File: src/rtl/chg_sup_pkg.sv
// Package: shared state type, fault and status encodings and the flag bundle
// used by the charger input supervisor. Assumes nothing beyond IEEE 1800-2017.
package chg_sup_pkg;

    typedef enum logic [2:0] {
        ST_IDLE     = 3'd0,
        ST_CHARGE   = 3'd1,
        ST_SLEEP    = 3'd2,
        ST_UV_WAIT  = 3'd3,
        ST_OV_HOLD  = 3'd4,
        ST_OV_REVAL = 3'd5,
        ST_BAT_OV   = 3'd6
    } sup_state_e;

    localparam logic [2:0] FLT_NONE   = 3'b000;
    localparam logic [2:0] FLT_IN_OV  = 3'b001;
    localparam logic [2:0] FLT_IN_UV  = 3'b011;
    localparam logic [2:0] FLT_BAT_OV = 3'b100;

    localparam logic [1:0] STS_READY    = 2'b00;
    localparam logic [1:0] STS_CHARGING = 2'b01;
    localparam logic [1:0] STS_FAULT    = 2'b11;

    typedef struct packed {
        logic in_ov;
        logic ov_cleared;
        logic in_uv;
        logic in_valid;
        logic near_bat;
        logic pwm_seen;
    } sup_flags_t;

    // True for the states that report a fault code.
    function automatic logic is_fault_state(sup_state_e s);
        return (s == ST_UV_WAIT) || (s == ST_OV_HOLD) || (s == ST_BAT_OV);
    endfunction

endpackage

File: src/rtl/chg_sup_tick_timer.sv
// Module: saturating tick counter. It counts the cycles for which run_i is high
// and reports done_o while running at the last count.
// Assumes: LIMIT >= 1; clr_i has priority over run_i.
module chg_sup_tick_timer #(
    parameter int unsigned LIMIT = 16
) (
    input  logic clk,
    input  logic rst_n,
    input  logic clr_i,
    input  logic run_i,
    output logic done_o
);
    localparam int unsigned W = (LIMIT > 1) ? $clog2(LIMIT) : 1;
    localparam logic [W-1:0] LAST = W'(LIMIT - 1);

    logic [W-1:0] cnt_q;

    // Count up while running, hold at the last value, restart on clear.
    always_ff @(posedge clk) begin
        if (!rst_n || clr_i) begin
            cnt_q <= '0;
        end else if (run_i && (cnt_q != LAST)) begin
            cnt_q <= cnt_q + 1'b1;
        end
    end

    // Done while running with the final count reached.
    assign done_o = run_i && (cnt_q == LAST);

    // the count never passes its final value
    cnt_range_chk: assert property (@(posedge clk) disable iff (!rst_n)
        cnt_q <= LAST);

    // a clear always restarts the window
    clr_restart_chk: assert property (@(posedge clk) disable iff (!rst_n)
        clr_i |=> (cnt_q == '0));

endmodule

File: src/rtl/chg_sup_stat_pulse.sv
// Module: one-shot generator for the status pin. A trigger loads the length
// and the pin stays high until the count runs out. A new trigger restarts it.
// Assumes: PULSE_TICKS >= 1.
module chg_sup_stat_pulse #(
    parameter int unsigned PULSE_TICKS = 16
) (
    input  logic clk,
    input  logic rst_n,
    input  logic trig_i,
    output logic pulse_o
);
    localparam int unsigned W = $clog2(PULSE_TICKS + 1);
    localparam logic [W-1:0] LEN = W'(PULSE_TICKS);

    logic [W-1:0] left_q;

    // Load on trigger, otherwise count down to zero.
    always_ff @(posedge clk) begin
        if (!rst_n) begin
            left_q <= '0;
        end else if (trig_i) begin
            left_q <= LEN;
        end else if (left_q != '0) begin
            left_q <= left_q - 1'b1;
        end
    end

    assign pulse_o = (left_q != '0);


    pulse_start_chk: assert property (@(posedge clk) disable iff (!rst_n)
        trig_i |=> pulse_o);


    pulse_end_chk: assert property (@(posedge clk) disable iff (!rst_n)
        (!trig_i && left_q == W'(1)) |=> !pulse_o);

endmodule

File: src/rtl/chg_sup_fsm.sv
// Module: supervisor state machine. It applies the priority over-voltage >
// under-voltage > near-battery > starvation and decodes the outputs from the state.
// Assumes: flags are synchronous to clk, and the timer done signals come from
// counters that are cleared whenever their state is not active.
module chg_sup_fsm
    import chg_sup_pkg::*;
(
    input  logic       clk,
    input  logic       rst_n,
    input  sup_flags_t flags_i,
    input  logic       retry_done_i,
    input  logic       starve_done_i,
    output sup_state_e state_o,
    output logic       fault_entry_o,
    output logic       chg_en_o,
    output logic       pass_off_o,
    output logic       sleep_o,
    output logic [2:0] fault_o,
    output logic [1:0] status_o
);
    sup_state_e state_q, state_d;

    // Next-state selection with fixed fault priority.
    always_comb begin
        state_d = state_q;
        unique case (state_q)
            ST_IDLE: begin
                if (flags_i.in_ov)          state_d = ST_OV_HOLD;
                else if (flags_i.in_uv)     state_d = ST_IDLE;
                else if (flags_i.near_bat)  state_d = ST_SLEEP;
                else if (flags_i.in_valid)  state_d = ST_CHARGE;
            end
            ST_CHARGE: begin
                if (flags_i.in_ov)          state_d = ST_OV_HOLD;
                else if (flags_i.in_uv)     state_d = ST_UV_WAIT;
                else if (flags_i.near_bat)  state_d = ST_SLEEP;
                else if (starve_done_i)     state_d = ST_BAT_OV;
            end
            ST_SLEEP: begin
                if (flags_i.in_ov)          state_d = ST_OV_HOLD;
                else if (flags_i.in_uv || !flags_i.near_bat)
                                            state_d = ST_IDLE;
            end
            ST_UV_WAIT: begin
                if (flags_i.in_ov)          state_d = ST_OV_HOLD;
                else if (retry_done_i && !flags_i.in_uv)
                                            state_d = ST_CHARGE;
            end
            ST_OV_HOLD: begin
                if (!flags_i.in_ov && flags_i.ov_cleared)
                                            state_d = ST_OV_REVAL;
            end
            ST_OV_REVAL: begin
                if (flags_i.in_ov)          state_d = ST_OV_HOLD;
                else if (flags_i.in_valid && !flags_i.in_uv && !flags_i.near_bat)
                                            state_d = ST_CHARGE;
            end
            ST_BAT_OV: begin
                if (flags_i.in_ov)          state_d = ST_OV_HOLD;
                else if (flags_i.pwm_seen)  state_d = ST_CHARGE;
            end
            default:                        state_d = ST_IDLE;
        endcase
    end

    // State register with synchronous active-low reset.
    always_ff @(posedge clk) begin
        if (!rst_n) state_q <= ST_IDLE;
        else        state_q <= state_d;
    end

    // Flag the edge that enters a fault state from any other state.
    assign fault_entry_o = rst_n && is_fault_state(state_d) && (state_d != state_q);

    // Moore decode of the control, fault and status outputs.
    always_comb begin
        chg_en_o   = 1'b0;
        pass_off_o = 1'b0;
        sleep_o    = 1'b0;
        fault_o    = FLT_NONE;
        status_o   = STS_READY;
        unique case (state_q)
            ST_CHARGE: begin
                chg_en_o = 1'b1;
                status_o = STS_CHARGING;
            end
            ST_SLEEP:   sleep_o = 1'b1;
            ST_UV_WAIT: begin
                fault_o  = FLT_IN_UV;
                status_o = STS_FAULT;
            end
            ST_OV_HOLD: begin
                pass_off_o = 1'b1;
                fault_o    = FLT_IN_OV;
                status_o   = STS_FAULT;
            end
            ST_BAT_OV: begin
                fault_o  = FLT_BAT_OV;
                status_o = STS_FAULT;
            end
            default: ;
        endcase
    end

    assign state_o = state_q;


    ov_trip_chk: assert property (@(posedge clk) disable iff (!rst_n)
        flags_i.in_ov |=> (fault_o == FLT_IN_OV && pass_off_o && !chg_en_o));


    uv_stop_chk: assert property (@(posedge clk) disable iff (!rst_n)
        (state_q == ST_CHARGE && !flags_i.in_ov && flags_i.in_uv)
        |=> (fault_o == FLT_IN_UV && status_o == STS_FAULT && !chg_en_o));


    retry_hold_chk: assert property (@(posedge clk) disable iff (!rst_n)
        (state_q == ST_UV_WAIT && !retry_done_i) |=> !chg_en_o);


    ov_hold_chk: assert property (@(posedge clk) disable iff (!rst_n)
        (state_q == ST_OV_HOLD && !flags_i.ov_cleared) |=> pass_off_o);


    starve_trip_chk: assert property (@(posedge clk) disable iff (!rst_n)
        (state_q == ST_CHARGE && starve_done_i && !flags_i.in_ov &&
         !flags_i.in_uv && !flags_i.near_bat) |=> (fault_o == FLT_BAT_OV));


    sleep_entry_chk: assert property (@(posedge clk) disable iff (!rst_n)
        ((state_q == ST_IDLE || state_q == ST_CHARGE) && flags_i.near_bat &&
         !flags_i.in_uv && !flags_i.in_ov) |=> (sleep_o && !chg_en_o));

endmodule

File: src/rtl/chg_input_supervisor.sv
// Module: top of the charger input supervisor. It bundles the comparator flags,
// runs the retry and starvation timers beside the state machine and drives the
// status pin one-shot.
// Assumes: all inputs are already synchronized to clk. Timer lengths are in clock ticks.
module chg_input_supervisor
    import chg_sup_pkg::*;
#(
    parameter int unsigned RETRY_TICKS  = 250_000_000,
    parameter int unsigned STARVE_TICKS = 3_750_000,
    parameter int unsigned PULSE_TICKS  = 16
) (
    input  logic       clk,
    input  logic       rst_n,
    input  logic       vin_ov_i,
    input  logic       vin_ov_clr_i,
    input  logic       vin_uv_i,
    input  logic       vin_ok_i,
    input  logic       vin_near_bat_i,
    input  logic       pwm_pulse_i,
    output logic       chg_en_o,
    output logic       pass_off_o,
    output logic       sleep_o,
    output logic [2:0] fault_o,
    output logic [1:0] status_o,
    output logic       stat_pulse_o
);
    sup_flags_t flags;
    sup_state_e state;
    logic       retry_done, starve_done, fault_entry;
    logic       in_uv_wait, in_charge;

    // Gather the comparator flags into one bundle.
    always_comb begin
        flags.in_ov      = vin_ov_i;
        flags.ov_cleared = vin_ov_clr_i;
        flags.in_uv      = vin_uv_i;
        flags.in_valid   = vin_ok_i;
        flags.near_bat   = vin_near_bat_i;
        flags.pwm_seen   = pwm_pulse_i;
    end

    assign in_uv_wait = (state == ST_UV_WAIT);
    assign in_charge  = (state == ST_CHARGE);

    chg_sup_tick_timer #(.LIMIT(RETRY_TICKS)) u_retry (
        .clk    (clk),
        .rst_n  (rst_n),
        .clr_i  (!in_uv_wait),
        .run_i  (in_uv_wait),
        .done_o (retry_done)
    );

    chg_sup_tick_timer #(.LIMIT(STARVE_TICKS)) u_starve (
        .clk    (clk),
        .rst_n  (rst_n),
        .clr_i  (!in_charge || pwm_pulse_i),
        .run_i  (in_charge && !pwm_pulse_i),
        .done_o (starve_done)
    );

    chg_sup_fsm u_fsm (
        .clk           (clk),
        .rst_n         (rst_n),
        .flags_i       (flags),
        .retry_done_i  (retry_done),
        .starve_done_i (starve_done),
        .state_o       (state),
        .fault_entry_o (fault_entry),
        .chg_en_o      (chg_en_o),
        .pass_off_o    (pass_off_o),
        .sleep_o       (sleep_o),
        .fault_o       (fault_o),
        .status_o      (status_o)
    );

    chg_sup_stat_pulse #(.PULSE_TICKS(PULSE_TICKS)) u_pulse (
        .clk     (clk),
        .rst_n   (rst_n),
        .trig_i  (fault_entry),
        .pulse_o (stat_pulse_o)
    );

    // the pin rises together with a changed, non-zero fault code
    pin_with_fault_chk: assert property (@(posedge clk) disable iff (!rst_n)
        $rose(stat_pulse_o) |-> (fault_o != FLT_NONE && status_o == STS_FAULT));

endmodule

File: config.mk
export PLATFORM = sky130hd
export DESIGN_NAME = chg_input_supervisor
export DESIGN_NICKNAME = d
export VERILOG_FILES = /design/src/rtl/chg_sup_pkg.sv /design/src/rtl/chg_sup_tick_timer.sv /design/src/rtl/chg_sup_stat_pulse.sv /design/src/rtl/chg_sup_fsm.sv /design/src/rtl/chg_input_supervisor.sv
export SDC_FILE = /design/constraint.sdc
export NUM_CORES = 1
export LEC_CHECK = 0
export BUFFER_PORTS_ARGS = -buffer_cell sky130_fd_sc_hd__buf_2
export CELL_PAD_IN_SITES_DETAIL_PLACEMENT = 1
export CELL_PAD_IN_SITES_GLOBAL_PLACEMENT = 1
export CORE_MARGIN = 3
export CORE_UTILIZATION = 27
export CTS_BUF_LIST = sky130_fd_sc_hd__clkbuf_8
export DETAILED_ROUTE_END_ITERATION = 7
export MAX_ROUTING_LAYER = met4
export PLACE_DENSITY = 0.57
export SKIP_LAST_GASP = 1
export SLEW_MARGIN = 20
export SYNTH_ARGS = -nofsm -noshare
export SYNTH_HDL_FRONTEND = slang
export SYNTH_SLANG_ARGS = --single-unit
File: constraint.sdc
create_clock -name clk -period 2.8 [get_ports clk]
set_input_delay 0.42 -clock clk [delete_from_list [all_inputs] [get_ports clk]]
set_output_delay 0.42 -clock clk [all_outputs]
set_load 0.02 [all_outputs]
; ---- Word level (Yosys, flattened, before mapping)
; Cells that the tools add are included.
[word_totals]
latchBits = 0
ff_bits = 58
n_memories = 0
ramBits = 0
elab_cells = 77
romBits = 0
in_bits = 8
out_inout_bits = 9
[classes]
addsub = 3
div_mod_pow = 0
n_mux = 25
mul = 0
n_reduce_logical = 29
shifts = 0
eq_ne = 14
magnitude_cmp = 0
n_bitwise = 1
[ops]
columns = cell, n
row1 = $mux W3, 17
row2 = $add A28 B1 Y28 const B, 1
row3 = $eq A28 B28 Y1 const B, 1
row4 = $ne A28 B28 Y1 const B, 1
row5 = $add A22 B1 Y22 const B, 1
row6 = $eq A22 B22 Y1 const B, 1
row7 = $ne A22 B22 Y1 const B, 1
row8 = $pmux W3 S7, 1
row9 = $eq A3 B3 Y1 const B, 5
row10 = $logic_and A1 B1 Y1, 11
row11 = $mux W5, 2
row12 = $eq A3 B2 Y1 const B, 3
row13 = $pmux W3 S3, 1
row14 = $logic_not A1 Y1, 7
row15 = $logic_or A1 B1 Y1, 6
row16 = $reduce_bool A5 Y1, 1
row17 = $sub A5 B1 Y5 const B, 1
row18 = $pmux W2 S2, 1
row19 = $eq A3 B1 Y1 const B, 1
row20 = $logic_not A3 Y1, 1
row21 = $mux W1, 3
row22 = $ne A3 B3 Y1, 1
row23 = $reduce_or A3 Y1, 1
row24 = $reduce_bool A2 Y1, 1
row25 = other kinds (2), 2

; ---- Longest topological paths before layout
[depth]
word_depth = 14
mapped_depth = 8
mapped_depth_nobuf = 7

; ---- Hierarchy
; From an unflattened synthesis, not the netlist that was laid out.
[unflattened]
cells_unflattened = 369
area_unflattened_um2 = 3204.3
[by_module_without_submodules]
columns = module, seq_area_each_um2, cells_each, area_per_inst_um2, n_inst
row1 = chg_sup_tick_timer (u_retry), 560.5, 166, 1398.8, 1
row2 = chg_sup_tick_timer (u_starve), 440.4, 124, 1121.1, 1
row3 = chg_sup_fsm, 60.1, 51, 412.9, 1
row4 = chg_sup_stat_pulse, 100.1, 24, 235.2, 1
row5 = chg_input_supervisor, 0.0, 4, 36.3, 1

; ---- Least setup slack after synthesis
; Ideal clock, no wire load.
[synth_timing]
path_type = flip-flop to flip-flop
start = register u_retry.cnt_q[0]
end = register u_pulse.left_q[4]
required_time_ns = 2.680
setup_ns = 0.120
n_path_buf = 0
arrival_ns = 1.768
stages_incl_launch_ff = 7
setup_slack_ns = 0.912
cell_sequence = dfxtp_1 ha_1 nand4_1 or4_4 o21ai_4 a21oi_2 o31a_1
[synth_via]
elab_chain_cells = 12
[synth_lines]
columns = element, line_no
row1 = start: declaration, chg_sup_tick_timer.sv:16  ; logic [W-1:0] cnt_q;
row2 = start signal: assignment, chg_sup_tick_timer.sv:23  ; cnt_q <= cnt_q + 1'b1;
row3 = $eq A28 B28 Y1 (*), chg_sup_tick_timer.sv:28  ; assign done_o = run_i && (cnt_q == LAST);
row4 = $logic_and A1 B1 Y1 (*), chg_sup_tick_timer.sv:28
row5 = $logic_and A1 B1 Y1 (*), chg_sup_fsm.sv:46  ; else if (retry_done_i && !flags_i.in_uv)
row6 = $mux W3 (*), chg_sup_fsm.sv:46
row7 = $mux W3 (*), chg_sup_fsm.sv:45  ; if (flags_i.in_ov) state_d = ST_OV_HOLD;
row8 = $pmux W3 S7 (*), chg_sup_fsm.sv:26  ; unique case (state_q)
row9 = $eq A3 B2 Y1 / $eq A3 B3 Y1 (equally long branches), chg_sup_pkg.sv:35  ; return (s == ST_UV_WAIT) || (s == ST_OV_HOLD) || (s == ST_BAT_OV);
row10 = $logic_or A1 B1 Y1 (2 in series), chg_sup_pkg.sv:35
row11 = $logic_and A1 B1 Y1, chg_sup_fsm.sv:73  ; assign fault_entry_o = rst_n && is_fault_state(state_d) && (state_d != state_q);
row12 = $logic_and A1 B1 Y1 (*), chg_sup_fsm.sv:73
row13 = $mux W5 / $reduce_bool A2 Y1 (equally long branches), n/a
row14 = end signal: assignment, chg_sup_stat_pulse.sv:24  ; left_q <= left_q - 1'b1;
row15 = end: declaration, chg_sup_stat_pulse.sv:15  ; logic [W-1:0] left_q;
; Mark *: on every way between the ends. The rest lies on a longest branch, timed or not.
; A chain may end at the register's enable or synchronous reset.

; ---- Final worst setup path
[layout_timing]
start = register u_pulse.left_q[0]
end = output stat_pulse_o
[layout_via]
elab_chain_cells = 1
[layout_lines]
columns = element, line_no
row1 = $reduce_bool A5 Y1, chg_sup_stat_pulse.sv:28  ; assign pulse_o = (left_q != '0);
row2 = end: declaration, chg_input_supervisor.sv:25  ; output logic stat_pulse_o
; No other way between the ends.

==> summary.md <==
| Metric | Value |
|---|---|
| Final setup skew | `0.00571 ns` |
| Post-Synth Simple-Gate Area | `0.341` |
| Crit path arrival time | `1.95 ns` |
| Reg-to-Reg Start | `u_fsm.state_o[2]` |
| Grt ovf | `0` |
| Min Clock Period, post-route | `2.37 ns` |
| First-pass GRT wire length | `15,200 microns` |
| Worst-path cell chain | `inv_1 -> ha_1 -> nor4b_1 -> inv_1 -> buf_2` |
| DP HPWL | `6610 microns` |
| DR pass1 iterations | `4` |
| Worst reg-to-reg path cell count | `7` |
| Crit path top cell by count | `inv_1` |
| Comb pwr share | `0.167` |
| Yosys reg bits | `58` |
| Pint | `around 1.5 mW` |
| Initial core utilization | `0.280` |
| Cell Pwr Density | `approximately 560 mW/mm^2` |
| Initial antenna violation count | `0` |
| Final Hold Viols | `0` |
| HP Class | `in -> reg` |
| Reg2Reg Setup Slack | `0.56 ns` |
| Sequential share of the synthesized area | `0.359` |
| Synth top area share | `0.359` |
| Largest net degree at the start of global routing | `22` |
| GRT Util Overall | `0.148` |
| Top cell type by total area after synthesis | `dfxtp_1` |
| Yosys warnings | `0` |
| Post-synthesis mux area share | `0.00929` |
| Post-synthesis compound-gate area fraction | `0.190` |
| Post-Syn Area | `0.00323 sq mm` |
| R2r endpoint | `u_retry.cnt_q[16]` |
| Post-Route WL | `between 8000 and 9000 microns` |
| Switch share | `0.281` |
| Layout cells sized above 1 | `0.124` |
| Max incr delay on CP | `0.67 ns` |
| Most frequent cell after synthesis | `dfxtp_1` |
| Slew margin rel. | `0.464` |
| Post-DRT Antenna Nets | `0` |
| Worst-path clk slew | `0.07 ns` |
| Die width | `115 microns` |
| CP endpoint | `stat_pulse_o` |
| Main combinational cell family by area after synthesis | `simple AND/OR/NAND/NOR gates` |
| Vias in the first global route | `3,052` |
| Area Growth Syn to Fin | `13.3%` |
| Nets | `427` |
| Period utilisation layout | `0.847` |
| Fin Hold WS | `~0.44 ns` |
| Post-Synth XOR/XNOR Area | `0.0461` |
| Worst setup SP type | `flop` |
| Distinct cells, synth | `57` |
| Switching pwr | `575 uW` |
| Die ar. | `0.0133 sq mm` |
| Clk_lat worst skew | `0.34 ns` |
| Slowest stage cell on the critical path | `nor4b_1` |
| Most used flip-flop cell after synthesis | `dfxtp_1` |
| Hold_buf cts | `0` |
| Area contributors post-synth | `dfxtp_1 (36%), a21oi_1 (5.0%), or3_1 (4.5%), nand2_1 (4.3%), nand4_1 (3.7%)` |
| Worst EP required | `2.38 ns` |
| Ys async rst share | `0` |
| Clk pwr share | `0.395` |
| Slew Limit Fails | `0` |
| Post-synth EDFFs | `0` |
| Synth Area in Adders | `0.0155` |
| Vias | `just over 3,000` |
| Flop pwr share | `0.438` |
| Core box area | `0.0116 sq mm` |
| Setup TNS Final | `0 ns` |
| Worst slew pin tran | `0.792 ns` |
| Count of buffers from port buffering | `16` |
| Post-synth top cells | `dfxtp_1 (58), nand2_1 (37), a21oi_1 (32)` |
| Final setup violation count | `0` |
| H-tree Lvls | `3` |
| Clock Root Buffer | `clkbuf_8` |
| Cells after synthesis | `398` |
| Number of antenna diodes | `0` |
| Static Leak | `1.13 nW` |
| Syn_nets | `410` |
| Unrepaired setup endpoints after global routing | `false` |
| Nature of the critical path endpoint | `output port` |
| Chip height | `115 microns` |
| Critical path class | `reg -> out` |
| Fmax | `around 420 MHz` |
| Power, Total | `2.05 mW` |
| GP Congestion | `0.841` |
| Status | `completed` |
| Peak supply drop | `0.148 mV` |
| Sinks on Clock Net | `58` |
| Post-CTS Setup Bufs | `0` |
| DRC viols | `0` |
| WL/cell | `between 15 and 20 microns` |
| Filler instances | `1,376` |
| MaxCap Viol Count | `0` |
| IO Count | `17` |
| Syn_area_per_cell | `8.12 sq um` |
| Row count | `39` |
| CTS tree | `done` |
| Clock buffer count from CTS | `9` |
| Worst Setup SP | `u_pulse.left_q[0]` |
| Post-CTS sizing | `0` |
| Clk buf depth | `2` |
| Vias per inst | `~5.4` |
| DRT iter0 DRCs | `154` |
| Critical path peak fanout | `4` |
## kinds of logic after synthesis
kind of cell / after synthesis
flops: 58
compound gates: 99
fa+ha+maj: 4
xor+xnor: 17
mux: 3
simple gates: 188
buf+inv: 29
## per-stage QoR
step	util	worst slack, ns	std cells	area [sq um]
floorplan	-	0.912	398	3230
global placement	0.299	0.632	547	3460
detailed placement	0.299	0.568	547	3460
CTS	0.317	0.435	562	3660
global route	0.317	0.268	562	3660
finish	0.317	0.429	562	3660
## power by group through the flow
stage,registers (mW),clock network (mW),logic [mW]
floorplan,0.902,0,0.257
global placement,0.912,0,0.329
detailed placement,0.916,0,0.343
CTS,0.897,0.839,0.347
global route,0.901,0.884,0.389
finish,0.897,0.811,0.343
## sequential cells by signal (all words and copies together) (netlist names)
name,cells
u_fsm.state_o,3
u_pulse.left_q,5
u_retry.cnt_q,28
u_starve.cnt_q,22
## placed cells by master, fill, tap and decap left out, drive strengths merged, types with 7 or more instances in the layout
cell type	n
nand4	20
inv	14
o31ai	8
and3	9
nor2	26
or4	11
or3	23
buf	22
nand2	37
o21ai	29
nor3	8
a21oi	35
clkbuf	12
a211oi	7
nand3	21
xnor2	13
dfxtp	58
## critical path, delay by kind of cell (launching register included)
family,cells,cell delay [ns]
AND/OR/NAND/NOR,1,0.67
buffers and inverters,3,0.42
flip-flops,1,0.33
adder cells (fa/ha/maj),1,0.20
## area by class of cell
| type | count | area (sq um) | share of cell area |
|---|---|---|---|
| Multi-Input combinational cell | 311 | 1940 | 0.531 |
| Sequential cell | 58 | 1160 | 0.317 |
| Tap cell | 143 | 179 | 0.0489 |
| Clock buffer | 12 | 165 | 0.0451 |
| Timing Repair Buffer | 22 | 125 | 0.0342 |
| Inverter | 13 | 48.8 | 0.0133 |
| Clock inverter | 3 | 38.8 | 0.0106 |
## worst min path at each step
stage                            from                end  slack, ns  cells after the start
floorplan           u_retry.cnt_q[27]  u_retry.cnt_q[27]       0.45                      2
global placement    u_retry.cnt_q[23]  u_retry.cnt_q[23]       0.46                      2
detailed placement  u_retry.cnt_q[23]  u_retry.cnt_q[23]       0.47                      2
CTS                             rst_n  u_pulse.left_q[4]       0.43                      2
global route                    rst_n  u_pulse.left_q[4]       0.44                      2
finish                          rst_n  u_pulse.left_q[4]       0.44                      2
## layer usage
metal	global-route usage	vias up	share of wire
met5	-	-	0
met3	0.0366	9	0.028
met4	0.0352	0	0.010
met1	0.190	1482	0.48
li1	-	1523	-
met2	0.234	25	0.48
No activity file was read; power rests on OpenSTA's default activity.
